**config.mk**
```make
export PLATFORM = sky130hd
export DESIGN_NAME = spx_shift_engine
export DESIGN_NICKNAME = d
export VERILOG_FILES = /design/src/rtl/spx_pkg.sv /design/src/rtl/spx_pacer.sv /design/src/rtl/spx_shifter.sv /design/src/rtl/spx_sequencer.sv /design/src/rtl/spx_shift_engine.sv
export SDC_FILE = /design/constraint.sdc
export NUM_CORES = 1
export LEC_CHECK = 0
export CORE_MARGIN = 5
export CORE_UTILIZATION = 48
export DETAILED_ROUTE_END_ITERATION = 7
export DONT_BUFFER_PORTS = 1
export PLACE_DENSITY = 0.64
export SLEW_MARGIN = 20
export SYNTH_ARGS = -nofsm -noshare
export SYNTH_HDL_FRONTEND = slang
export SYNTH_HIERARCHICAL = 1
export SYNTH_SLANG_ARGS = --single-unit
```
**constraint.sdc**
```tcl
create_clock -name clk -period 2.71 [get_ports clk]
set_input_delay 0.271 -clock clk [delete_from_list [all_inputs] [get_ports clk]]
set_output_delay 0.271 -clock clk [all_outputs]
set_load 0.03 [all_outputs]
```
**src/rtl/spx_pkg.sv**
```systemverilog
package spx_pkg;
  localparam int unsigned WORD_W = 32;
  localparam int unsigned CNT_W  = $clog2(WORD_W) + 1;
  localparam int unsigned IDX_W  = $clog2(WORD_W);

  typedef logic [WORD_W-1:0] word_t;
  typedef logic [CNT_W-1:0]  cnt_t;

  typedef struct packed {
    logic cpol;
    logic cpha;
    logic no_tx;
    logic no_rx;
  } mode_t;

  typedef enum logic [1:0] {
    ST_IDLE   = 2'd0,
    ST_FIRST  = 2'd1,
    ST_SECOND = 2'd2
  } phase_e;

  // Requested length to effective length: 0 or oversize becomes full width.
  function automatic cnt_t clamp_len(input cnt_t req);
    if (req == '0 || int'(req) > int'(WORD_W)) return cnt_t'(WORD_W);
    return req;
  endfunction

  // Move the n-bit payload so its first bit lands in the top position.
  function automatic word_t justify_left(input word_t w, input cnt_t n);
    int sh;
    sh = int'(WORD_W) - int'(n);
    return w << sh;
  endfunction

  // Ones in the low n positions.
  function automatic word_t low_mask(input cnt_t n);
    if (int'(n) >= int'(WORD_W)) return '1;
    return (word_t'(1) << n) - word_t'(1);
  endfunction
endpackage

```
**src/rtl/spx_pacer.sv**
```systemverilog
module spx_pacer #(
  parameter int unsigned DLY_W = 8
) (
  input  logic             clk,
  input  logic             rst_n,
  input  logic             arm,
  input  logic             reload,
  input  logic [DLY_W-1:0] dly_in,
  output logic             expire
);
  logic [DLY_W-1:0] dly_q;
  logic [DLY_W-1:0] cnt_q;
  logic [DLY_W:0]   run_q;

  always_ff @(posedge clk or negedge rst_n) begin
    if (!rst_n) begin
      dly_q <= '0;
      cnt_q <= '0;
    end else if (arm) begin
      dly_q <= dly_in;
      cnt_q <= dly_in;
    end else if (reload) begin
      cnt_q <= dly_q;
    end else if (cnt_q != '0) begin
      cnt_q <= cnt_q - 1'b1;
    end
  end

  assign expire = (cnt_q == '0);

  // Independent cycle counter since the last load, for the window check.
  always_ff @(posedge clk or negedge rst_n) begin
    if (!rst_n)              run_q <= '1;
    else if (arm || reload)  run_q <= '0;
    else if (run_q != '1)    run_q <= run_q + 1'b1;
  end

  AST_PACE_WINDOW: assert property (@(posedge clk) disable iff (!rst_n)
    reload |-> run_q == {1'b0, dly_q});
endmodule

```
**src/rtl/spx_shifter.sv**
```systemverilog
module spx_shifter
  import spx_pkg::*;
(
  input  logic  clk,
  input  logic  rst_n,
  input  logic  load,
  input  word_t load_val,
  input  logic  shift,
  input  logic  rx_bit,
  output word_t sreg,
  output logic  next_msb
);
  word_t sreg_q;

  always_ff @(posedge clk or negedge rst_n) begin
    if (!rst_n)      sreg_q <= '0;
    else if (load)   sreg_q <= load_val;
    else if (shift)  sreg_q <= {sreg_q[WORD_W-2:0], rx_bit};
  end

  assign sreg     = sreg_q;
  assign next_msb = sreg_q[WORD_W-2];

  AST_SREG_QUIET: assert property (@(posedge clk) disable iff (!rst_n)
    (!load && !shift) |=> $stable(sreg_q));
endmodule

```
**src/rtl/spx_sequencer.sv**
```systemverilog
module spx_sequencer
  import spx_pkg::*;
(
  input  logic  clk,
  input  logic  rst_n,
  input  logic  start,
  input  mode_t mode_in,
  input  cnt_t  len_in,
  input  logic  first_msb,
  input  logic  next_msb,
  input  logic  expire,
  output logic  busy,
  output logic  done,
  output logic  sck,
  output logic  mosi,
  output logic  pace_arm,
  output logic  pace_reload,
  output logic  sreg_load,
  output logic  sreg_shift,
  output mode_t mode_q,
  output cnt_t  len_q
);
  phase_e phase_q;
  cnt_t   left_q;
  logic   sck_q, mosi_q, done_q;
  mode_t  mode_r;
  cnt_t   len_r;

  // Named internal events
  logic accept, end_first, end_second, last_bit;
  assign accept     = (phase_q == ST_IDLE) && start;
  assign end_first  = (phase_q == ST_FIRST) && expire;
  assign end_second = (phase_q == ST_SECOND) && expire;
  assign last_bit   = (left_q == cnt_t'(1));

  always_ff @(posedge clk or negedge rst_n) begin
    if (!rst_n) begin
      phase_q <= ST_IDLE;
      left_q  <= '0;
      sck_q   <= 1'b0;
      mosi_q  <= 1'b0;
      done_q  <= 1'b0;
      mode_r  <= '0;
      len_r   <= '0;
    end else begin
      done_q <= 1'b0;
      if (accept) begin
        mode_r  <= mode_in;
        len_r   <= len_in;
        left_q  <= len_in;
        phase_q <= ST_FIRST;
        if (!mode_in.no_tx) mosi_q <= first_msb;
        sck_q   <= mode_in.cpha ? ~mode_in.cpol : mode_in.cpol;
      end else if (end_first) begin
        phase_q <= ST_SECOND;
        sck_q   <= mode_r.cpha ? mode_r.cpol : ~mode_r.cpol;
      end else if (end_second) begin
        left_q <= left_q - 1'b1;
        if (last_bit) begin
          phase_q <= ST_IDLE;
          done_q  <= 1'b1;
          sck_q   <= mode_r.cpol;
        end else begin
          phase_q <= ST_FIRST;
          if (!mode_r.no_tx) mosi_q <= next_msb;
          sck_q   <= mode_r.cpha ? ~mode_r.cpol : mode_r.cpol;
        end
      end
    end
  end

  assign busy        = (phase_q != ST_IDLE);
  assign done        = done_q;
  assign sck         = sck_q;
  assign mosi        = mosi_q;
  assign pace_arm    = accept;
  assign pace_reload = end_first || (end_second && !last_bit);
  assign sreg_load   = accept;
  assign sreg_shift  = end_second;
  assign mode_q      = mode_r;
  assign len_q       = len_r;

  AST_DONE_PULSE: assert property (@(posedge clk) disable iff (!rst_n)
    done |=> !done);
  AST_DONE_NOT_BUSY: assert property (@(posedge clk) disable iff (!rst_n)
    done |-> !busy);
  AST_IDLE_LEVEL: assert property (@(posedge clk) disable iff (!rst_n)
    !busy |-> sck == mode_r.cpol);
  AST_NOTX_ACCEPT: assert property (@(posedge clk) disable iff (!rst_n)
    (accept && mode_in.no_tx) |=> $stable(mosi));
  AST_NOTX_HOLD: assert property (@(posedge clk) disable iff (!rst_n)
    (busy && mode_r.no_tx) |=> $stable(mosi));
  AST_PH0_DATA_STEADY: assert property (@(posedge clk) disable iff (!rst_n)
    (phase_q == ST_SECOND && !mode_r.cpha && !expire) |=> $stable(mosi));
  AST_PH1_DATA_STEADY: assert property (@(posedge clk) disable iff (!rst_n)
    (phase_q == ST_SECOND && mode_r.cpha && !expire) |=> $stable(mosi));
  AST_LEFT_RANGE: assert property (@(posedge clk) disable iff (!rst_n)
    busy |-> (left_q != '0 && int'(left_q) <= int'(WORD_W)));
  AST_START_IGNORED: assert property (@(posedge clk) disable iff (!rst_n)
    (busy && start) |=> $stable(mode_r) && $stable(len_r));
endmodule

```
**src/rtl/spx_shift_engine.sv**
```systemverilog
module spx_shift_engine
  import spx_pkg::*;
#(
  parameter int unsigned DLY_W = 8
) (
  input  logic              clk,
  input  logic              rst_n,
  input  logic              start,
  input  logic [WORD_W-1:0] tx_word,
  input  logic [CNT_W-1:0]  bit_cnt,
  input  logic              cpol,
  input  logic              cpha,
  input  logic              no_tx,
  input  logic              no_rx,
  input  logic [DLY_W-1:0]  half_dly,
  input  logic              miso,
  output logic              busy,
  output logic              done,
  output logic [WORD_W-1:0] rx_word,
  output logic              sck,
  output logic              mosi
);
  cnt_t  len_c;
  word_t just_w;
  mode_t mode_in, mode_q;
  cnt_t  len_q;
  logic  expire, pace_arm, pace_reload, sreg_load, sreg_shift;
  logic  next_msb, rx_bit;
  word_t sreg;
  logic [IDX_W-1:0] first_idx;
  logic  first_src;

  assign len_c   = clamp_len(bit_cnt);
  assign just_w  = justify_left(tx_word, len_c);
  assign mode_in = '{cpol: cpol, cpha: cpha, no_tx: no_tx, no_rx: no_rx};
  assign rx_bit  = mode_q.no_rx ? 1'b0 : miso;

  // Independent path to the first payload bit, used only for checking.
  assign first_idx = IDX_W'(len_c - 1'b1);
  assign first_src = tx_word[first_idx];

  spx_pacer #(.DLY_W(DLY_W)) pacer_i (
    .clk    (clk),
    .rst_n  (rst_n),
    .arm    (pace_arm),
    .reload (pace_reload),
    .dly_in (half_dly),
    .expire (expire)
  );

  spx_shifter shifter_i (
    .clk      (clk),
    .rst_n    (rst_n),
    .load     (sreg_load),
    .load_val (just_w),
    .shift    (sreg_shift),
    .rx_bit   (rx_bit),
    .sreg     (sreg),
    .next_msb (next_msb)
  );

  spx_sequencer seq_i (
    .clk         (clk),
    .rst_n       (rst_n),
    .start       (start),
    .mode_in     (mode_in),
    .len_in      (len_c),
    .first_msb   (just_w[WORD_W-1]),
    .next_msb    (next_msb),
    .expire      (expire),
    .busy        (busy),
    .done        (done),
    .sck         (sck),
    .mosi        (mosi),
    .pace_arm    (pace_arm),
    .pace_reload (pace_reload),
    .sreg_load   (sreg_load),
    .sreg_shift  (sreg_shift),
    .mode_q      (mode_q),
    .len_q       (len_q)
  );

  assign rx_word = sreg;

  AST_FIRST_BIT: assert property (@(posedge clk) disable iff (!rst_n)
    (sreg_load && !no_tx) |=> mosi == $past(first_src));
  AST_UPPER_ZERO: assert property (@(posedge clk) disable iff (!rst_n)
    done |-> (rx_word & ~low_mask(len_q)) == '0);
  AST_NORX_ZERO: assert property (@(posedge clk) disable iff (!rst_n)
    (done && mode_q.no_rx) |-> rx_word == '0);
endmodule

```
==> summary.md, run 1 <==
| Metric | Value |
|---|---|
| Critical path buffer and inverter count | 3 |
| Sw frac | 27.8% |
| Reg power frac | 34.1% |
| Initial DRC count | 306 |
| PwrDens | about 470 nW/µm² |
| PortBufs | 0 |
| Slew Viols, Final | 0 |
| CP max stage delay | just under 0.4 ns |
| CTS Root Cell | clkbuf_16 |
| Grt met3 use | 6.37% |
| DIE AREA | between 10000 and 15000 µm² |
| Largest delay share family, worst path | simple AND/OR/NAND/NOR gates |
| Vias per inst | 6.16 |
| Clock transition at the registers of the reported paths | 0.05 ns |
| Avg WL per Cell | 19.6 µm |
| Clock Tree Buf Depth | 2 |
| Leak pwr | approximately 2.2 nW |
| WP data arrival | 2.67 ns |
| Antenna cells | 0 |
| Mapped Nets | 627 |
| Detailed Place HPWL | 10.9 mm |
| P&R area growth vs syn | 9.55% |
| Tightest Pin Transition | 0.533 ns |
| CTS resizes | 0 |
| Gate power share | 25.3% |
| Worst skew pair latency | 0.32 ns |
| Final Wtd Congestion | just over 0.9 |
| Global route total overflow | 0 |
| Std cell rows | 38 |
| Crit-path slowest cell | dfrtp_1 |
| TritonCTS buffer count | 9 |
| Final Instance Area | 5900 µm² |
| Placed Area | between 5000 and 6000 µm² |
| Average size of a mapped cell | 9.48 µm² |
| Critical path class | flop to flop |
| Int Pwr | 1.99 mW |
| Largest net degree at the start of global routing | 81 |
| Clock Skews | 0.00672 ns |
| GRT Overall Usage | 21.8% |
| Initial antenna violation count | 0 |
| CP Cell Sequence | inv_1 > ha_1 > nor3b_1 > and2_1 > nand3b_2 > inv_2 > buf_12 > mux2i_1 > o21ai_1 |
| DRC violations left | 0 |
| H-tree depth | 3 |
| Max Freq | 404 MHz |
| Switching power | 769 µW |
| Met2 global-route usage | between 30% and 40% |
| Crit path time final | 2.47 ns |
| Post-route antenna net violation count | 0 |
| Synthesis Warnings | 6 |
| Clock network power share | between 40 and 50% |
| Overall die width | 116 µm |
| Total negative slack | 0 ns |
| Outcome | finished, final reports clean |
| Core ar. | 10900 µm² |
| Busiest grt layer | met2 |
| DR pass1 iterations | 5 |
| CTS tree | yes |
| Mapped Cells | 568 |
| Io pins | 90 |
| Initial Util | 49.2% |
| Final cell count without fillers | 715 |
| Filler Cell Count | 1028 |
| Cell Area, Synth | 5380 µm² |
| Clk sink count | 63 |
| RSZ-0062 raised after global routing | no |
| Min-Delay Path Class | input pin to flop |
| Worst rel slew slack | 64.2% |
| Hold-fix buffers at CTS | 2 |
| Final WL | 14.0 mm |
| Crit end category | flop |
| Final Hold Viols | 0 |
| Setup Buffers After CTS | 0 |
| GR Util met1 | 30.7% |
| Fraction of layout cells with a size suffix above 1 | 19.0% |
| WHS | between 0.05 and 0.06 ns |
| CP required | 2.90 ns |
| Die H | around 120 µm |
| Nets | 629 |
| Max-cap violations | 0 |
| Multi-input logic area | 3470 µm² |
| Final setup violation count | 0 |
| First-pass GRT wire length | 23.2 mm |
| Final Cycle Share | 91.3% |
| Reg area | 1580 µm² |
| Vias | 4404 |
| Placed cells | 697 |
| Vias in the first global route | 4350 |
| Startpoint types | flop |
| Worst-path fanout max | 35 |
| Peak supply drop | 0.000283 V |
[per-stage QoR]
stage               setup slack [ns]  util, %  power (mW)
finish                         0.237     53.9        2.76
CTS                            0.234     53.9        2.79
detailed placement            0.0144     50.9        1.62
global route                 0.00887     53.9        2.89
floorplan                    0.00609        -        1.44
global placement              0.0662     50.9        1.62
[power by group through the flow]
stage	Sequential, mW	Clock [mW]	Combinational, mW
global placement	0.958	0	0.663
detailed placement	0.958	0	0.662
finish	0.942	1.12	0.698
global route	0.941	1.20	0.753
CTS	0.941	1.16	0.691
floorplan	0.958	0	0.486
[worst paths after layout]
| path | startpoint | cells past startpoint | to | slack, ns |
|---|---|---|---|---|
| max in group asynchronous | rst_n | 2 | shifter_i/sreg[13]$_DFFE_PN0P_ | 1.95 |
| worst max-delay path | pacer_i/cnt_q[0]$_DFFE_PN0P_ | 9 | shifter_i/sreg[7]$_DFFE_PN0P_ | 0.24 |
| worst max register to register | pacer_i/cnt_q[0]$_DFFE_PN0P_ | 9 | shifter_i/sreg[7]$_DFFE_PN0P_ | 0.24 |
| min in group asynchronous | rst_n | 2 | pacer_i/cnt_q[5]$_DFFE_PN0P_ | 0.47 |
| worst min-delay path | no_rx | 2 | seq_i/mode_q[0]$_DFFE_PN0P_ | 0.05 |
| worst min register to register | seq_i/mode_q[0]$_DFFE_PN0P_ | 2 | seq_i/mode_q[0]$_DFFE_PN0P_ | 0.48 |
[placed cells by master, fill, tap and decap left out, types with 5 or more instances in the layout]
cell	n
a21oi_1	17
buf_4	31
clkbuf_16	9
dfrtp_1	63
ha_1	5
inv_1	12
mux2_2	15
mux2i_1	80
mux4_2	26
nand2_1	85
nand2b_1	7
nand3_1	7
nor2_1	33
nor2b_1	7
nor3_1	7
o21ai_0	20
o21ai_1	34
o22ai_1	5
xnor2_1	9
[final cells by class]
cell class	instances	area share, %
Multi-Input combinational cell	445	58.8
Sequential cell	63	26.7
Timing Repair Buffer	36	5.60
Clock buffer	12	4.18
Tap cell	140	2.97
Inverter	15	0.997
Clock inverter	4	0.764
[worst reg2reg max path, cell delays in order, from the launching register on]
cell      delay, ns
dfrtp_1        0.39
inv_1          0.12
ha_1           0.19
nor3b_1        0.32
and2_1         0.34
nand3b_2       0.25
inv_2          0.14
buf_12         0.24
mux2i_1        0.27
o21ai_1        0.09
[per-layer routing]
layer | vias up | share of wire [%]
met5 | - | 0
met1 | 2134 | 44
li1 | 2079 | -
met2 | 179 | 45
met3 | 12 | 9.4
met4 | 0 | 1.3
[registers in the layout, indices dropped and copies added (netlist names)]
| name | cells |
|---|---|
| seq_i/sck | 1 |
| seq_i/mosi | 1 |
| seq_i/phase_q | 2 |
| pacer_i/dly_q | 8 |
| pacer_i/cnt_q | 8 |
| seq_i/done | 1 |
| shifter_i/sreg | 32 |
| seq_i/left_q | 6 |
| seq_i/mode_q | 4 |
Note: power is estimated with default switching activity, not from simulation.
==> run 2, diff against run 1 <==
--- a/config.mk
+++ b/config.mk
@@ -5,6 +5,7 @@
 export SDC_FILE = /design/constraint.sdc
 export NUM_CORES = 1
 export LEC_CHECK = 0
+export CORE_ASPECT_RATIO = 1.5
 export CORE_MARGIN = 5
 export CORE_UTILIZATION = 48
 export DETAILED_ROUTE_END_ITERATION = 7
@@ -13,5 +14,4 @@
 export SLEW_MARGIN = 20
 export SYNTH_ARGS = -nofsm -noshare
 export SYNTH_HDL_FRONTEND = slang
-export SYNTH_HIERARCHICAL = 1
 export SYNTH_SLANG_ARGS = --single-unit
==> run 2 against run 1 <==
  * Synthesized cell count rose by 5.3%
  * Global-route usage is 4.2 points higher
  * Via count rose by 8.4%
  * Largest power group unchanged
  * Non-clock buffer count is 6 lower
  * Critical path type is now input pin to flop
==> summary.md, run 2 <==
| Metric | Value |
|---|---|
| DRC violations left | 0 (unchanged) |
| Peak supply drop | 0.000273 V (-3.4%) |
| Clk sink count | 63 (unchanged) |
| Io pins | 90 (unchanged) |
| Clock Skews | 0.00370 ns (-0.00302 ns) |
| Hold Path Origin | cpha |
| Power consumption | 2.70 mW (-2.2%) |
| Max Freq | 400 MHz (-1.2%) |
| Most common cell after layout, fill and taps aside | nand2_1 |
| Clock Tree Buf Depth | 2 (unchanged) |
| Final Cycle Share | 92.3% (+1.1 points) |
| Placed Area | 5200 µm² (-6.6%) |
| Core ar. | 10500 µm² (-4.2%) |
| Synthesis Warnings | 0 (-6) |
| Global route total overflow | 0 (unchanged) |
| GRT Overall Usage | 25.9% (+4.2 points) |
| Setup Buffers After CTS | 0 (unchanged) |
| Worst-path fanout max | 10 (-71%) |
| Die H | 136 µm (+17%) |
| DR pass1 iterations | 5 (unchanged) |
| WP data arrival | 2.68 ns (about the same) |
| Hold endpoint | seq_i.mode_q[2]$_DFFE_PN0P_ |
| Mapped Cells | 598 (+5.3%) |
| Std cell rows | 46 (+21%) |
| Vias | 4772 (+8.4%) |
| Worst rel slew slack | 61.8% (-2.5 points) |
| Yosys top cell area share | 31.0% |
| PortBufs | 0 (unchanged) |
| Overall die width | 94.1 µm (-19%) |
| Vias per inst | 6.45 (+4.7%) |
| CTS Root Cell | clkbuf_16 |
| Startpoint types | input pin |
| Most frequent cells in the layout | 99 x nand2_1, 63 x dfrtp_1, 48 x a21oi_1, 47 x nor2_1, 40 x mux2i_1 |
| Avg WL per Cell | 22.2 µm (+13%) |
| Launching point of the worst reg2reg path | pacer_i.cnt_q[0]$_DFFE_PN0P_ |
| Fraction of layout cells with a size suffix above 1 | 14.9% (-4.0 points) |
| Worst hold path depth | 2 (unchanged) |
| Number of synthesized flops with an enable pin | 0 |
| P&R area growth vs syn | 8.75% |
| Average size of a mapped cell | 8.51 µm² (-10%) |
| CTS resizes | 0 (unchanged) |
| Cell Area, Synth | 5090 µm² (-5.5%) |
| Crit end category | flop |
| Initial Util | 48.6% (-0.64 points) |
| Leak pwr | 2.23 nW (-0.17%) |
| CP required | 2.89 ns (about the same) |
| Worst R2R End | seq_i.left_q[4]$_DFFE_PN0P_ |
| Commonest cells post-synth | 100 x nand2_1, 63 x dfrtp_1, 48 x a21oi_1 |
| Max-cap violations | 0 (unchanged) |
| Post-route antenna net violation count | 0 (unchanged) |
| Final WL | 16.4 mm (+17%) |
| Post-synthesis sequential area ratio | between 30% and 40% |
| Post-synth ARST share | 100% |
| DIE AREA | 12800 µm² (-4.7%) |
| Critical path class | input pin to flop |
| Final Wtd Congestion | 0.951 (+5.1%) |
| Largest net degree at the start of global routing | 64 (-21%) |
| PwrDens | 488 nW/µm² (+4.2%) |
| RSZ-0062 raised after global routing | no |
| Vias in the first global route | 4677 (+7.5%) |
| Mapped Nets | 656 (+4.6%) |
| R2R setup slack | 0.43 ns (+0.19 ns) |
| Most common cell in the netlist | nand2_1 |
| Initial antenna violation count | 0 (unchanged) |
| Clock transition at the registers of the reported paths | 0.05 ns (about the same) |
| Outcome | finished, final reports clean |
| Min-Delay Path Class | input pin to flop |
| Detailed Place HPWL | 12.5 mm (+15%) |
| Area leader, netlist | dfrtp_1 |
| H-tree depth | 3 (unchanged) |
| Worst skew pair latency | 0.33 ns (about the same) |
| FF-to-FF path depth | 9 (unchanged) |
| Initial DRC count | 410 (+34%) |
| Final Instance Area | 5540 µm² (-6.2%) |
| Max reg flops | 32 (unchanged) |
| Synth top area cells | dfrtp_1 31%, mux2i_1 7.9%, nand2_1 7.4% |
| Hold-fix buffers at CTS | 2 (unchanged) |
| CTS tree | yes |
| Tightest Pin Transition | 0.574 ns (+0.0406 ns) |
| Nets | 649 (+3.2%) |
| Count of unique library cells instantiated by Yosys | 77 |
| Core Util, Final | 52.8% (-1.1 points) |
| Crit path time final | 2.50 ns (+0.0289 ns) |
| Antenna cells | 0 (unchanged) |
| Final setup violation count | 0 (unchanged) |
| Final Hold Viols | 0 (unchanged) |
| #FFs+latches synth | 63 |
| Post-synth top flop | dfrtp_1 |
| First-pass GRT wire length | 25.5 mm (+9.8%) |
| TritonCTS buffer count | 9 (unchanged) |
| Slew Viols, Final | 0 (unchanged) |
run 2: worst max path at each step:
stage | startpoint | end
2_1_floorplan | bit_cnt[0] | shifter_i.sreg[29]$_DFFE_PN0P_
3_3_place_gp | bit_cnt[0] | shifter_i.sreg[31]$_DFFE_PN0P_
5_1_grt | bit_cnt[0] | shifter_i.sreg[31]$_DFFE_PN0P_
3_5_place_dp | bit_cnt[0] | shifter_i.sreg[31]$_DFFE_PN0P_
4_1_cts | bit_cnt[0] | shifter_i.sreg[31]$_DFFE_PN0P_
6_report | bit_cnt[0] | shifter_i.sreg[31]$_DFFE_PN0P_
run 2: logic make-up (layout without fill, tap and decap cells):
family	Yosys count	after routing	synth area share (%)
xor gates and xnor gates	15	15	3.10
AOI/OAI and AO/OA	184	184	24.5
muxes	60	60	14.9
DFF	63	63	31.0
buffers and inverters	58	56	6.76
adders and majority gates	4	4	0.983
and+or+nand+nor	214	214	18.7
run 2: metrics by stage:
stage | setup slack, ns | hold slack [ns] | cells | setup TNS [ns]
2_1_floorplan | 0.202 | -0.0246 | 598 | 0
3_3_place_gp | -0.0702 | -0.0229 | 722 | -0.197
3_5_place_dp | -0.146 | -0.0227 | 722 | -0.499
4_1_cts | 0.206 | 0.0457 | 740 | 0
5_1_grt | 0.0825 | 0.0580 | 740 | 0
6_report | 0.208 | 0.0479 | 740 | 0
run 2: where the power goes:
part	internal [mW]	switching (mW)
clock network	0.717	0.409
logic	0.246	0.377
registers	0.944	0.00924
total	1.91	0.795
run 2: critical path, stage by stage:
cell	delay (ns)
nor2b_4	0.16
inv_6	0.06
ha_1	0.29
buf_4	0.23
xnor2_1	0.35
mux2_2	0.39
a221oi_1	0.45
a211oi_1	0.14
o21ai_1	0.24
a32oi_1	0.08
run 2: layout make-up:
type,count,area (µm²)
Clock buffer,14,284
Clock inverter,2,12.5
Fill cell,1024,4940
Inverter,10,42.5
Multi-Input combinational cell,477,3180
Sequential cell,63,1580
Tap cell,144,180
Timing Repair Buffer,30,260
run 2: metal layers:
layer	routed length, µm	up-vias	global-route usage [%]
li1	-	2204	-
met2	8310	216	44.3
met1	6400	2316	31.4
met5	0	-	0
met3	1200	36	5.37
met4	524	0	11.1
==> run 3, diff against run 2 <==
--- a/config.mk
+++ b/config.mk
@@ -11,6 +11,7 @@
 export DETAILED_ROUTE_END_ITERATION = 7
 export DONT_BUFFER_PORTS = 1
 export PLACE_DENSITY = 0.64
+export SKIP_CTS_REPAIR_TIMING = 1
 export SLEW_MARGIN = 20
 export SYNTH_ARGS = -nofsm -noshare
 export SYNTH_HDL_FRONTEND = slang
==> constraint.sdc (replaced) <==
create_clock -name clk -period 3 [get_ports clk]
set_input_delay 0.3 -clock clk [delete_from_list [all_inputs] [get_ports clk]]
set_output_delay 0.3 -clock clk [all_outputs]
set_load 0.03 [all_outputs]
==> run 3 against run 2 <==
  * Count of clock-buffer cells in the layout decreased by 5
  * First-iteration DRC count fell by 20%
  * Combinational power down 10%
  * Final cell count decreased by 0.41%
  * Clock power rose by 7%
  * Register-to-register slack improved by 0.28 ns
  * Cell area is 0.25% higher
  * Wire length increased by 0.96%
  * Die area unchanged
  * Core utilization grew 0.13 points
  * Power is 2.8% lower
  * Largest cell class unchanged
  * Highest routed layer unchanged
==> summary.md, run 3 (synthesized netlist as in run 2, its figures left out) <==
| Metric | Value |
|---|---|
| Final Cycle Share | approximately 87% |
| PortBufs | 0 (unchanged) |
| PwrDens | 473 nW/µm² (-3.0%) |
| Final Wtd Congestion | 0.999 (+5.0%) |
| Crit end category | flop |
| Critical path buffer and inverter count | 2 (unchanged) |
| Power consumption | 2.63 mW (-2.8%) |
| Largest delay share family, worst path | compound AO/OA/AOI/OAI gates |
| Fraction of layout cells with a size suffix above 1 | 14.7% (-0.26 points) |
| DR pass1 iterations | 5 (unchanged) |
| CTS tree | yes |
| Crit path time final | 2.61 ns |
| Clock transition at the registers of the reported paths | 0.06 ns (about the same) |
| Vias in the first global route | 4680 (+0.064%) |
| Io pins | 90 (unchanged) |
| PnR worst setup slack | 0.386 ns (+0.178 ns) |
| Core ar. | 10500 µm² (unchanged) |
| CP required | 3.18 ns (+0.29 ns) |
| Overall die width | 94.1 µm (unchanged) |
| WHS | 0.0752 ns (+0.0273 ns) |
| Leak pwr | 2.23 nW (+0.10%) |
| H-tree depth | 3 (unchanged) |
| Initial Util | 48.6% (unchanged) |
| Max reg flops | 32 (unchanged) |
| Vias per inst | 6.41 (-0.56%) |
| Vias | 4726 (-0.96%) |
| Clock Skews | 0.00554 ns (+0.00184 ns) |
| Global route total overflow | 0 (unchanged) |
| TritonCTS buffer count | 9 (unchanged) |
| CP Cell Sequence | nor2b_4 > inv_6 > ha_1 > buf_4 > xnor2_1 > mux2_2 > a221oi_1 > a211oi_1 > o21ai_1 > a32oi_1 |
| Post-route antenna net violation count | 0 (unchanged) |
| Final Hold Viols | 0 (unchanged) |
| Launching point of the worst reg2reg path | pacer_i.cnt_q[0]$_DFFE_PN0P_ |
| Final setup violation count | 0 (unchanged) |
| Nets | 646 (-0.46%) |
| Crit-path slowest cell | xnor2_1 |
| Detailed Place HPWL | 12.7 mm (+1.6%) |
| Startpoint types | input pin |
| DRC violations left | 0 (unchanged) |
| Clock Tree Buf Depth | 2 (unchanged) |
| Core Util, Final | 53.0% (+0.13 points) |
| Die H | 136 µm (unchanged) |
| Slew Viols, Final | 0 (unchanged) |
| Final WL | 16.6 mm (+0.96%) |
| Critical Path End | shifter_i.sreg[31]$_DFFE_PN0P_ |
| First-pass GRT wire length | 26.0 mm (+2.0%) |
| Largest net degree at the start of global routing | 64 (unchanged) |
| Avg WL per Cell | 22.5 µm (+1.4%) |
| Tightest Pin Transition | 0.627 ns (+0.0537 ns) |
| P&R area growth vs syn | 9.02% |
| WP data arrival | 2.79 ns (+0.11 ns) |
| Most frequent cells in the layout | 99 x nand2_1, 63 x dfrtp_1, 48 x a21oi_1, 47 x nor2_1, 40 x mux2i_1 |
| RSZ-0062 raised after global routing | no |
| Peak supply drop | 0.000178 V (-35%) |
| Outcome | finished, final reports clean |
| Initial DRC count | 326 (-20%) |
| Crit. Startpoint | bit_cnt[0] |
| Antenna cells | 0 (unchanged) |
| Placed Area | 5170 µm² (-0.67%) |
| GRT Overall Usage | 26.3% (+0.37 points) |
| Min-Delay Path Class | input pin to flop |
| Max-cap violations | 0 (unchanged) |
| Final Instance Area | 5550 µm² (+0.25%) |
| Worst rel slew slack | 58.2% (-3.6 points) |
| Initial antenna violation count | 0 (unchanged) |
| Max Freq | between 300 and 400 MHz |
| Worst skew pair latency | 0.33 ns (about the same) |
| FF-to-FF path depth | 9 (unchanged) |
| Crit path depth | 10 (unchanged) |
| Clk sink count | 63 (unchanged) |
| Worst-path fanout max | 11 (+1) |
| Std cell rows | 46 (unchanged) |
| Worst R2R End | seq_i.mosi$_DFFE_PN0P_ |
| Final cell count without fillers | 737 (-0.41%) |
| DP Worst Slack | 0.0573 ns (+0.203 ns) |
| Critical path class | input pin to flop |
| CP max stage delay | 0.49 ns (+0.04 ns) |
| Placed cells | 719 (-0.42%) |
| DIE AREA | 12800 µm² (unchanged) |
| Most common cell after layout, fill and taps aside | nand2_1 |
| Total negative slack | 0 ns (unchanged) |
| R2R setup slack | 0.71 ns (+0.28 ns) |
| CTS Root Cell | clkbuf_16 |
[run 3: changes by cell type in the layout (fill, tap and decap cells not counted)]
cell,before,now
clkbuf_8,4,0
bufinv_16,0,3
buf_4,27,25
buf_12,1,0
clkbuf_1,1,0
clkinv_4,0,1
inv_6,1,2
[run 3: layer usage]
| layer | global-route usage [%] | vias to the layer above | part of all wire, % |
|---|---|---|---|
| li1 | - | 2198 | - |
| met1 | 31.1 | 2279 | 38 |
| met2 | 44.4 | 210 | 50 |
| met3 | 6.15 | 39 | 7.3 |
| met4 | 12.9 | 0 | 4.3 |
| met5 | 0 | - | 0 |
[run 3: final cells by class]
class	instances	area (µm²)
clock inverters	7	120
repair buffers	27	225
well taps	144	180
inverters	10	42.5
multi-input cells	477	3180
fillers	992	4930
flip-flops and latches	63	1580
clock buffers	9	225
[run 3: worst min path at each step]
stage | start | end | slack [ns] | cells after the start
detailed placement | rst_n | seq_i.sck$_DFFE_PN0P_ | 0.007 | 0
floorplan | rst_n | pacer_i.cnt_q[0]$_DFFE_PN0P_ | 0.004 | 0
global placement | rst_n | seq_i.done$_DFF_PN0_ | 0.006 | 0
finish | half_dly[5] | pacer_i.dly_q[5]$_DFFE_PN0P_ | 0.08 | 2
global route | half_dly[0] | pacer_i.dly_q[0]$_DFFE_PN0P_ | 0.08 | 2
CTS | rst_n | shifter_i.sreg[24]$_DFFE_PN0P_ | -0.35 | 0
[run 3: power breakdown]
part,switching (mW),internal [mW],leakage (nW),total (mW)
registers,0.00848,0.852,0.727,0.861
clock network,0.395,0.814,0.166,1.21
logic,0.342,0.216,1.34,0.558
total,0.745,1.88,2.23,2.63
